===== config.mk =====
export PLATFORM = sky130hd
export DESIGN_NAME = prog_addr_unit
export DESIGN_NICKNAME = d
export VERILOG_FILES = /design/src/rtl/pau_pkg.sv /design/src/rtl/pau_rst_sync.sv /design/src/rtl/pau_incr.sv /design/src/rtl/pau_ctrl.sv /design/src/rtl/pau_iptr.sv /design/src/rtl/pau_dptr.sv /design/src/rtl/prog_addr_unit.sv
export SDC_FILE = /design/constraint.sdc
export NUM_CORES = 1
export LEC_CHECK = 0
export ABC_AREA = 1
export BUFFER_PORTS_ARGS = -buffer_cell sky130_fd_sc_hd__buf_2
export CAP_MARGIN = 10
export CELL_PAD_IN_SITES_DETAIL_PLACEMENT = 0
export CELL_PAD_IN_SITES_GLOBAL_PLACEMENT = 1
export CORE_MARGIN = 1.5
export CORE_UTILIZATION = 34
export DETAILED_ROUTE_END_ITERATION = 8
export GPL_ROUTABILITY_DRIVEN = 0
export PLACE_DENSITY_LB_ADDON = 0.08
export SYNTH_ARGS = -nofsm -noshare
export SYNTH_HDL_FRONTEND = slang
export SYNTH_HIERARCHICAL = 1
export SYNTH_SLANG_ARGS = --single-unit
export TNS_END_PERCENT = 50

===== constraint.sdc =====
create_clock -name clk -period 1 [get_ports clk]
set_clock_uncertainty 0.15 [all_clocks]
set_input_delay 0.1 -clock clk [delete_from_list [all_inputs] [get_ports clk]]
set_output_delay 0.1 -clock clk [all_outputs]
set_load 0.03 [all_outputs]

===== src/rtl/pau_pkg.sv =====
package pau_pkg;
  typedef enum logic [1:0] {
    IP_HOLD = 2'd0,
    IP_INC  = 2'd1,
    IP_LOAD = 2'd2
  } ip_op_e;
endpackage


===== src/rtl/pau_rst_sync.sv =====
module pau_rst_sync #(
  parameter int STAGES = 2
) (
  input  logic clk,
  input  logic rst_n_in,
  output logic rst_n_out
);
  logic [STAGES-1:0] sync_q;

  always_ff @(posedge clk or negedge rst_n_in) begin
    if (!rst_n_in) sync_q <= '0;
    else           sync_q <= {sync_q[STAGES-2:0], 1'b1};
  end

  assign rst_n_out = sync_q[STAGES-1];
endmodule


===== src/rtl/pau_incr.sv =====
module pau_incr #(
  parameter int W = 6
) (
  input  logic [W-1:0] val_in,
  output logic [W-1:0] val_out
);
  // Half-adder chain with a constant carry-in of one; the final carry is dropped so the count wraps.
  logic [W:0] carry;
  assign carry[0] = 1'b1;

  for (genvar i = 0; i < W; i++) begin : g_bit
    assign val_out[i]  = val_in[i] ^ carry[i];
    assign carry[i+1]  = val_in[i] & carry[i];
  end
endmodule


===== src/rtl/pau_ctrl.sv =====
module pau_ctrl
  import pau_pkg::*;
(
  input  logic   clk,
  input  logic   rst_n,
  input  logic   step_inc,
  input  logic   jump_ld,
  input  logic   ls_sel,
  input  logic   halt,
  output ip_op_e ip_op,
  output logic   dp_we,
  output logic   data_phase,
  output logic   halted
);
  logic halted_q, halted_d;
  logic phase_q, phase_d;

  // Next-state logic. Priority: halted > halt > data cycle / select > jump > step.
  always_comb begin
    ip_op    = IP_HOLD;
    dp_we    = 1'b0;
    halted_d = halted_q;
    phase_d  = 1'b0;
    if (halted_q) begin
      ip_op = IP_HOLD;
    end else if (halt) begin
      halted_d = 1'b1;
    end else begin
      if (ls_sel) begin
        dp_we   = 1'b1;
        phase_d = 1'b1;
      end
      if (!ls_sel && !phase_q) begin
        if (jump_ld)       ip_op = IP_LOAD;
        else if (step_inc) ip_op = IP_INC;
      end
    end
  end

  always_ff @(posedge clk or negedge rst_n) begin
    if (!rst_n) begin
      halted_q <= 1'b0;
      phase_q  <= 1'b0;
    end else begin
      halted_q <= halted_d;
      phase_q  <= phase_d;
    end
  end

  assign halted     = halted_q;
  assign data_phase = phase_q;
endmodule


===== src/rtl/pau_iptr.sv =====
module pau_iptr
  import pau_pkg::*;
#(
  parameter int W = 6
) (
  input  logic         clk,
  input  logic         rst_n,
  input  ip_op_e       ip_op,
  input  logic [W-1:0] load_val,
  output logic [W-1:0] ip
);
  logic [W-1:0] ip_q, ip_d, ip_plus;
  logic         ip_en;

  pau_incr #(.W(W)) u_incr (
    .val_in  (ip_q),
    .val_out (ip_plus)
  );

  always_comb begin
    ip_en = 1'b0;
    ip_d  = ip_q;
    case (ip_op)
      IP_INC:  begin ip_en = 1'b1; ip_d = ip_plus;  end
      IP_LOAD: begin ip_en = 1'b1; ip_d = load_val; end
      default: begin ip_en = 1'b0; ip_d = ip_q;     end
    endcase
  end

  always_ff @(posedge clk or negedge rst_n) begin
    if (!rst_n)     ip_q <= '0;
    else if (ip_en) ip_q <= ip_d;
  end

  assign ip = ip_q;
endmodule


===== src/rtl/pau_dptr.sv =====
module pau_dptr #(
  parameter int W = 6
) (
  input  logic         clk,
  input  logic         rst_n,
  input  logic         we,
  input  logic [W-1:0] addr_in,
  output logic [W-1:0] dp
);
  logic [W-1:0] dp_q;

  always_ff @(posedge clk or negedge rst_n) begin
    if (!rst_n)  dp_q <= '0;
    else if (we) dp_q <= addr_in;
  end

  assign dp = dp_q;
endmodule


===== src/rtl/prog_addr_unit.sv =====
module prog_addr_unit
  import pau_pkg::*;
#(
  parameter int ADDR_W = 6,
  parameter int RST_STAGES = 2
) (
  input  logic              clk,
  input  logic              rst_n,
  input  logic              step_inc,
  input  logic              jump_ld,
  input  logic [ADDR_W-1:0] jump_tgt,
  input  logic              ls_sel,
  input  logic [ADDR_W-1:0] ls_addr,
  input  logic              halt,
  output logic [ADDR_W-1:0] mem_addr,
  output logic              halted
);
  logic              rst_n_int;
  ip_op_e            ip_op;
  logic              dp_we;
  logic              data_phase;
  logic [ADDR_W-1:0] ip;
  logic [ADDR_W-1:0] dp;

  pau_rst_sync #(.STAGES(RST_STAGES)) u_rst (
    .clk       (clk),
    .rst_n_in  (rst_n),
    .rst_n_out (rst_n_int)
  );

  pau_ctrl u_ctrl (
    .clk        (clk),
    .rst_n      (rst_n_int),
    .step_inc   (step_inc),
    .jump_ld    (jump_ld),
    .ls_sel     (ls_sel),
    .halt       (halt),
    .ip_op      (ip_op),
    .dp_we      (dp_we),
    .data_phase (data_phase),
    .halted     (halted)
  );

  pau_iptr #(.W(ADDR_W)) u_iptr (
    .clk      (clk),
    .rst_n    (rst_n_int),
    .ip_op    (ip_op),
    .load_val (jump_tgt),
    .ip       (ip)
  );

  pau_dptr #(.W(ADDR_W)) u_dptr (
    .clk     (clk),
    .rst_n   (rst_n_int),
    .we      (dp_we),
    .addr_in (ls_addr),
    .dp      (dp)
  );

  assign mem_addr = data_phase ? dp : ip;
endmodule


### After elaboration in Yosys (flattened, before gate mapping)

Index checks and enable logic that the tools add are counted.

| word-level totals | value |
|---|---|
| input bits | 18 |
| output and inout port bits | 7 |
| logic and storage cells | 36 |
| register bits | 16 |

| operators by class | value |
|---|---|
| equal/unequal tests | 2 |
| muxes and demuxes | 13 |
| reduce and logical (&&, ||, !) cells | 6 |
| bitwise operators | 10 |

Operators by type and width:

| kind | count |
|---|---|
| one-hot mux 6 bit (2 select lines) | 1 |
| two-way mux 2 bit | 4 |
| two-way mux 1 bit | 7 |
| two-way mux 6 bit | 1 |
| bitwise XOR 1 bit | 5 |
| AND 1 bit | 4 |
| == test 2 x 1 -> 1 bit (second input constant) | 1 |
| == test 2 bit (second input constant) | 1 |
| logical NOT 1 bit | 2 |
| AND reduction 2 bit | 1 |
| nonzero test 2 bit | 1 |
| OR reduction 2 bit | 1 |
| logical AND 1 bit | 1 |
| inverter 1 bit | 1 |

### Logic depth before layout (Yosys ltp)

| depth | value |
|---|---|
| word-level depth | 9 |
| depth in mapped cells | 11 |
| mapped depth without buffers | 11 |

### Cells and area by module

Netlist, hierarchy kept.

By module, submodules not included:

| module | area each (µm²) | times used | sequential area each (µm²) | cells each |
|---|---|---|---|---|
| pau_iptr | 346.6 | 1 | 150.1 | 52 |
| pau_dptr | 221.5 | 1 | 150.1 | 25 |
| pau_ctrl | 90.1 | 1 | 50.0 | 12 |
| pau_incr | 72.6 | 1 | 0.0 | 10 |
| prog_addr_unit | 71.3 | 1 | 0.0 | 19 |
| pau_rst_sync | 53.8 | 1 | 50.0 | 3 |

### Worst setup path after synthesis

Ideal clock, no wire load.

| timing path | value |
|---|---|
| path kind | register to register |
| start | register u_iptr.ip_q[0] (netlist: u_iptr/ip[0]) |
| end | register u_iptr.ip_q[5] (netlist: u_iptr/ip[5]) |
| data arrival time | 1.381 ns |
| required time | 0.733 ns |
| setup time | 0.117 ns |
| stages on the path, launching flop included | 11 |
| path slack | -0.648 ns |
| path through | dfrtp_1 > ha_1 > ha_1 > ha_1 > ha_1 > nand2_1 > nand2_1 > inv_1 > nand2_1 > nand3_1 > nand2_1 |

| between the ends | value |
|---|---|
| longest elaborated chain between the ends | 6 |

Ends and longest elaborated chain:

| item | RTL line | RTL |
|---|---|---|
| start, declared | pau_iptr.sv:12 | `logic [W-1:0] ip_q, ip_d, ip_plus;` |
| start signal, assigned | pau_iptr.sv:32 | `else if (ip_en) ip_q <= ip_d;` |
| AND 1 bit (4 in a row) | pau_incr.sv:13 | `assign carry[i+1] = val_in[i] & carry[i];` |
| bitwise XOR 1 bit | pau_incr.sv:12 | `assign val_out[i] = val_in[i] ^ carry[i];` |
| named net u_iptr.ip_plus[5] | pau_iptr.sv:12 |  |
| one-hot mux 6 bit (2 select lines) | pau_iptr.sv:23 | `case (ip_op)` |

The timed path passes the listed nets, and every way through them passes these cells.
A chain may end at the register's enable or synchronous reset.

### Worst setup path after layout

| timing path | value |
|---|---|
| start | register u_iptr.ip_q[1] (netlist: u_iptr/ip[1]) |
| end | register u_iptr.ip_q[5] (netlist: u_iptr/ip[5]) |

The elaborated chain is that of the path after synthesis.

==> impl_metrics.sql <==
INSERT INTO impl_metrics (metric_group, metric, value, unit) VALUES
('floorplanning', 'core_area', '2300', 'µm²'),
('power_and_ir_drop', 'seqPwrFrac', '46.3', '%'),
('sta', 'timing.final.crit_share', '160', '%'),
('sta', 'timing.final.max_slew_violations', '0', ''),
('critical_path', 'worstPathMaxFanout', '2', ''),
('min_path', 'startpoint_of_the_lowest_slack_hold_path', 'halt', ''),
('detailed_routing', 'drtIter0Drc', '11', ''),
('floorplanning', 'start_util', '37.3', '%'),
('detailed_routing', 'drcViolationCount', '0', ''),
('synth', 'synth-seq-cells', '16', ''),
('power_and_ir_drop', 'worst_ir_drop_vdd', '620', 'µV'),
('global_routing', 'number_of_antenna_violations_at_the_first_check_in_global_routing', '0', ''),
('global_routing', 'grt_first_pass_wirelength', '3.26', 'mm'),
('power_and_ir_drop', 'power.switching', '441', 'µW'),
('clocking', 'clock_latency', '280', 'ps'),
('global_routing', 'grt.total_usage', '15.7', '%'),
('floorplanning', 'dieHeight', '53.2', 'µm'),
('sta', 'setup_repair_after_global_routing_missed_its_margin', 'true', ''),
('finish', 'antenna-diode-count', '0', ''),
('sta', 'final_hold_viol_count', '1', ''),
('power_and_ir_drop', 'p_total', '1.58', 'mW'),
('power_and_ir_drop', 'internal_power', '1.14', 'mW'),
('clocking', 'clockBufferDepth', '2', ''),
('place', 'dpl.hpwl', '1.45', 'mm'),
('detailed_routing', 'vias', '875', ''),
('clocking', 'tritoncts', 'done', ''),
('synth', 'synth-warning-count', '6', ''),
('clocking', 'cts-buffers-inserted', '3', ''),
('floorplanning', 'fp.dieArea', '2830', 'µm²'),
('outcome', 'result_of_the_run', 'complete, but fails checks', ''),
('clocking', 'cts_root_buf', 'clkbuf_4', ''),
('sta', 'timing.hold.ws', '-49.3', 'ps'),
('floorplanning', 'fp.dieW', '53.2', 'µm'),
('detailed_routing', 'wl_per_cell', '9.70', 'µm'),
('detailed_routing', 'routed_wirelength', '1.97', 'mm'),
('sta', 'max_freq', '624', 'MHz'),
('clocking', 'cts.sink_count', '16', ''),
('synth', 'postSynthNetCount', '144', ''),
('min_path', 'worst_hold_path.endpoint', 'u_ctrl/halted$_DFF_PN0_', ''),
('synth', 'post_synth_num_cell_types', '11', ''),
('detailed_routing', 'drt_pre_antenna_iters', '2', ''),
('power_and_ir_drop', 'p_per_area', '1050', 'nW/µm²'),
('power_and_ir_drop', 'power.combinational.fraction', '26.6', '%'),
('synth', 'synthesis.area_per_instance', '7.07', 'µm²'),
('job', 'max_cap_viol_count', '0', ''),
('critical_path', 'setup.reg_to_reg.worst_slack', '-600', 'ps'),
('outcome', 'violations_in_the_final_reports', 'negative hold slack, negative setup slack', ''),
('floorplanning', 'ios', '25', ''),
('detailed_routing', 'viasPerCell', '4.31', ''),
('global_routing', 'number_of_global_route_vias_before_repair', '833', ''),
('floorplanning', 'fp-row-count', '17', ''),
('critical_path', 'r2r-start', 'u_iptr/ip[1]$_DFFE_PN0P_', ''),
('detailed_routing', 'drtAntennaViolNets', '0', ''),
('clocking', 'cts_max_level', '1', ''),
('critical_path', 'critical_path_arrival', '1630', 'ps'),
('finish', 'syn_to_final_growth', '76.2', '%'),
('power_and_ir_drop', 'p_leak', '0.794', 'nW'),
('finish', 'final_layout_size_suffix_gt1_share', '45.1', '%'),
('place', 'port_buffers', '24', ''),
('finish', 'fillerInstances', '203', ''),
('synth', 'postSynthCellCount', '121', ''),
('sta', 'finalSetupViolations', '20', ''),
('critical_path', 'cp.required', '1030', 'ps'),
('synth', 'synth_sequential_area_ratio', '46.8', '%'),
('finish', 'final_cells', '203', ''),
('sta', 'min_period', '1600', 'ps'),
('power_and_ir_drop', 'power.clock.fraction', '27.0', '%'),
('finish', 'most-common-layout-cells', 'nand2_1 (47), buf_2 (18), inv_1 (16), dfrtp_1 (15), dlygate4sd3_1 (14)', ''),
('critical_path', 'timing.critical_path.to_type', 'flip-flop', ''),
('finish', 'mostFrequentLayoutCell', 'nand2_1', ''),
('sta', 'worst_slack_setup_final', '-603', 'ps');
## worst max path at each step
stage	start	end	slack (ps)	cells past startpoint
floorplan	u_iptr/ip[0]$_DFFE_PN0P_	u_iptr/ip[5]$_DFFE_PN0P_	-550	10
detailed placement	u_iptr/ip[1]$_DFFE_PN0P_	u_iptr/ip[5]$_DFFE_PN0P_	-600	10
global placement	u_iptr/ip[1]$_DFFE_PN0P_	u_iptr/ip[5]$_DFFE_PN0P_	-550	11
finish	u_iptr/ip[1]$_DFFE_PN0P_	u_iptr/ip[5]$_DFFE_PN0P_	-600	10
CTS	u_iptr/ip[0]$_DFFE_PN0P_	u_iptr/ip[5]$_DFFE_PN0P_	-610	10
global route	u_iptr/ip[1]$_DFFE_PN0P_	u_iptr/ip[5]$_DFFE_PN0P_	-690	11
## synthesized netlist by cell type
master    n  share of area [%]
conb_1    1               0.44
dfrtp_1  16                 47
ha_1      5                7.3
inv_1    19                8.3
inv_2     4                1.8
nand2_1  64                 28
nand2_2   1               0.73
nand3_1   5                2.9
nand3_2   1                1.2
nor2_1    4                1.8
nor2_2    1               0.73
## power by group through the flow
stage               clock (mW)  combinational [mW]  sequential [mW]
detailed placement           0               0.298            0.743
floorplan                    0               0.169            0.749
global route             0.477               0.466            0.739
CTS                      0.444               0.402            0.731
global placement             0               0.290            0.742
finish                   0.426               0.420            0.731
## registers in the layout (all words and copies together), names as in the netlist
signal	count
u_iptr/ip	6
u_dptr/dp	6
u_ctrl/halted	1
u_rst/sync_q	2
u_ctrl/data_phase	1
## critical path, stage by stage, from the launching register on
cell and delay [ps]:
dfrtp_1 400, ha_2 200, ha_4 160, ha_4 150, ha_4 160, nand2_2 50
nand2_1 50, inv_1 40, nand2_1 40, nand3_1 60, nand2_1 60
## timing repair
| item | in CTS | in global routing |
|---|---|---|
| gates cloned | 0 | 0 |
| endpoints found under the hold margin | 15 | 1 |
| gates resized for setup | 32 | 15 |
| setup buffers | 2 | 1 |
| setup endpoints to repair | 20 | 20 |
| pin swaps | 15 | 10 |
## area by class of cell
class | instances | area [µm²] | area share (%)
inverters | 23 | 109 | 7.22
repair buffers | 50 | 404 | 26.8
clock buffers | 4 | 36.3 | 2.41
multi-input cells | 82 | 522 | 34.6
flip-flops and latches | 16 | 402 | 26.6
well taps | 28 | 35.0 | 2.32
## metrics by stage
| stage | utilization [%] | instance area, µm² | hold slack, ps | setup TNS (ps) | worst slack [ps] |
|---|---|---|---|---|---|
| 2_1_floorplan | - | 935 | -346 | -4900 | -553 |
| 3_3_place_gp | 50.7 | 1160 | -265 | -5250 | -554 |
| 3_5_place_dp | 50.7 | 1160 | -262 | -5370 | -597 |
| 4_1_cts | 63.3 | 1460 | -76.3 | -6880 | -607 |
| 5_1_grt | 65.6 | 1510 | -54.1 | -8660 | -694 |
| 6_report | 65.6 | 1510 | -49.3 | -6810 | -603 |
## metal layers
| layer | track usage [%] | wire (µm) |
|---|---|---|
| met5 | 0 | 0 |
| met1 | 19.4 | 916 |
| met3 | 2.82 | 65 |
| met2 | 27.5 | 977 |
| met4 | 5.13 | 9 |
## logic make-up after synthesis
group / synth area share (%)
simple gates: 35.4
buf+inv: 10.1
flops: 46.8
fa+ha+maj: 7.31
other cells: 0.438
(Power assumes the default switching activity.)
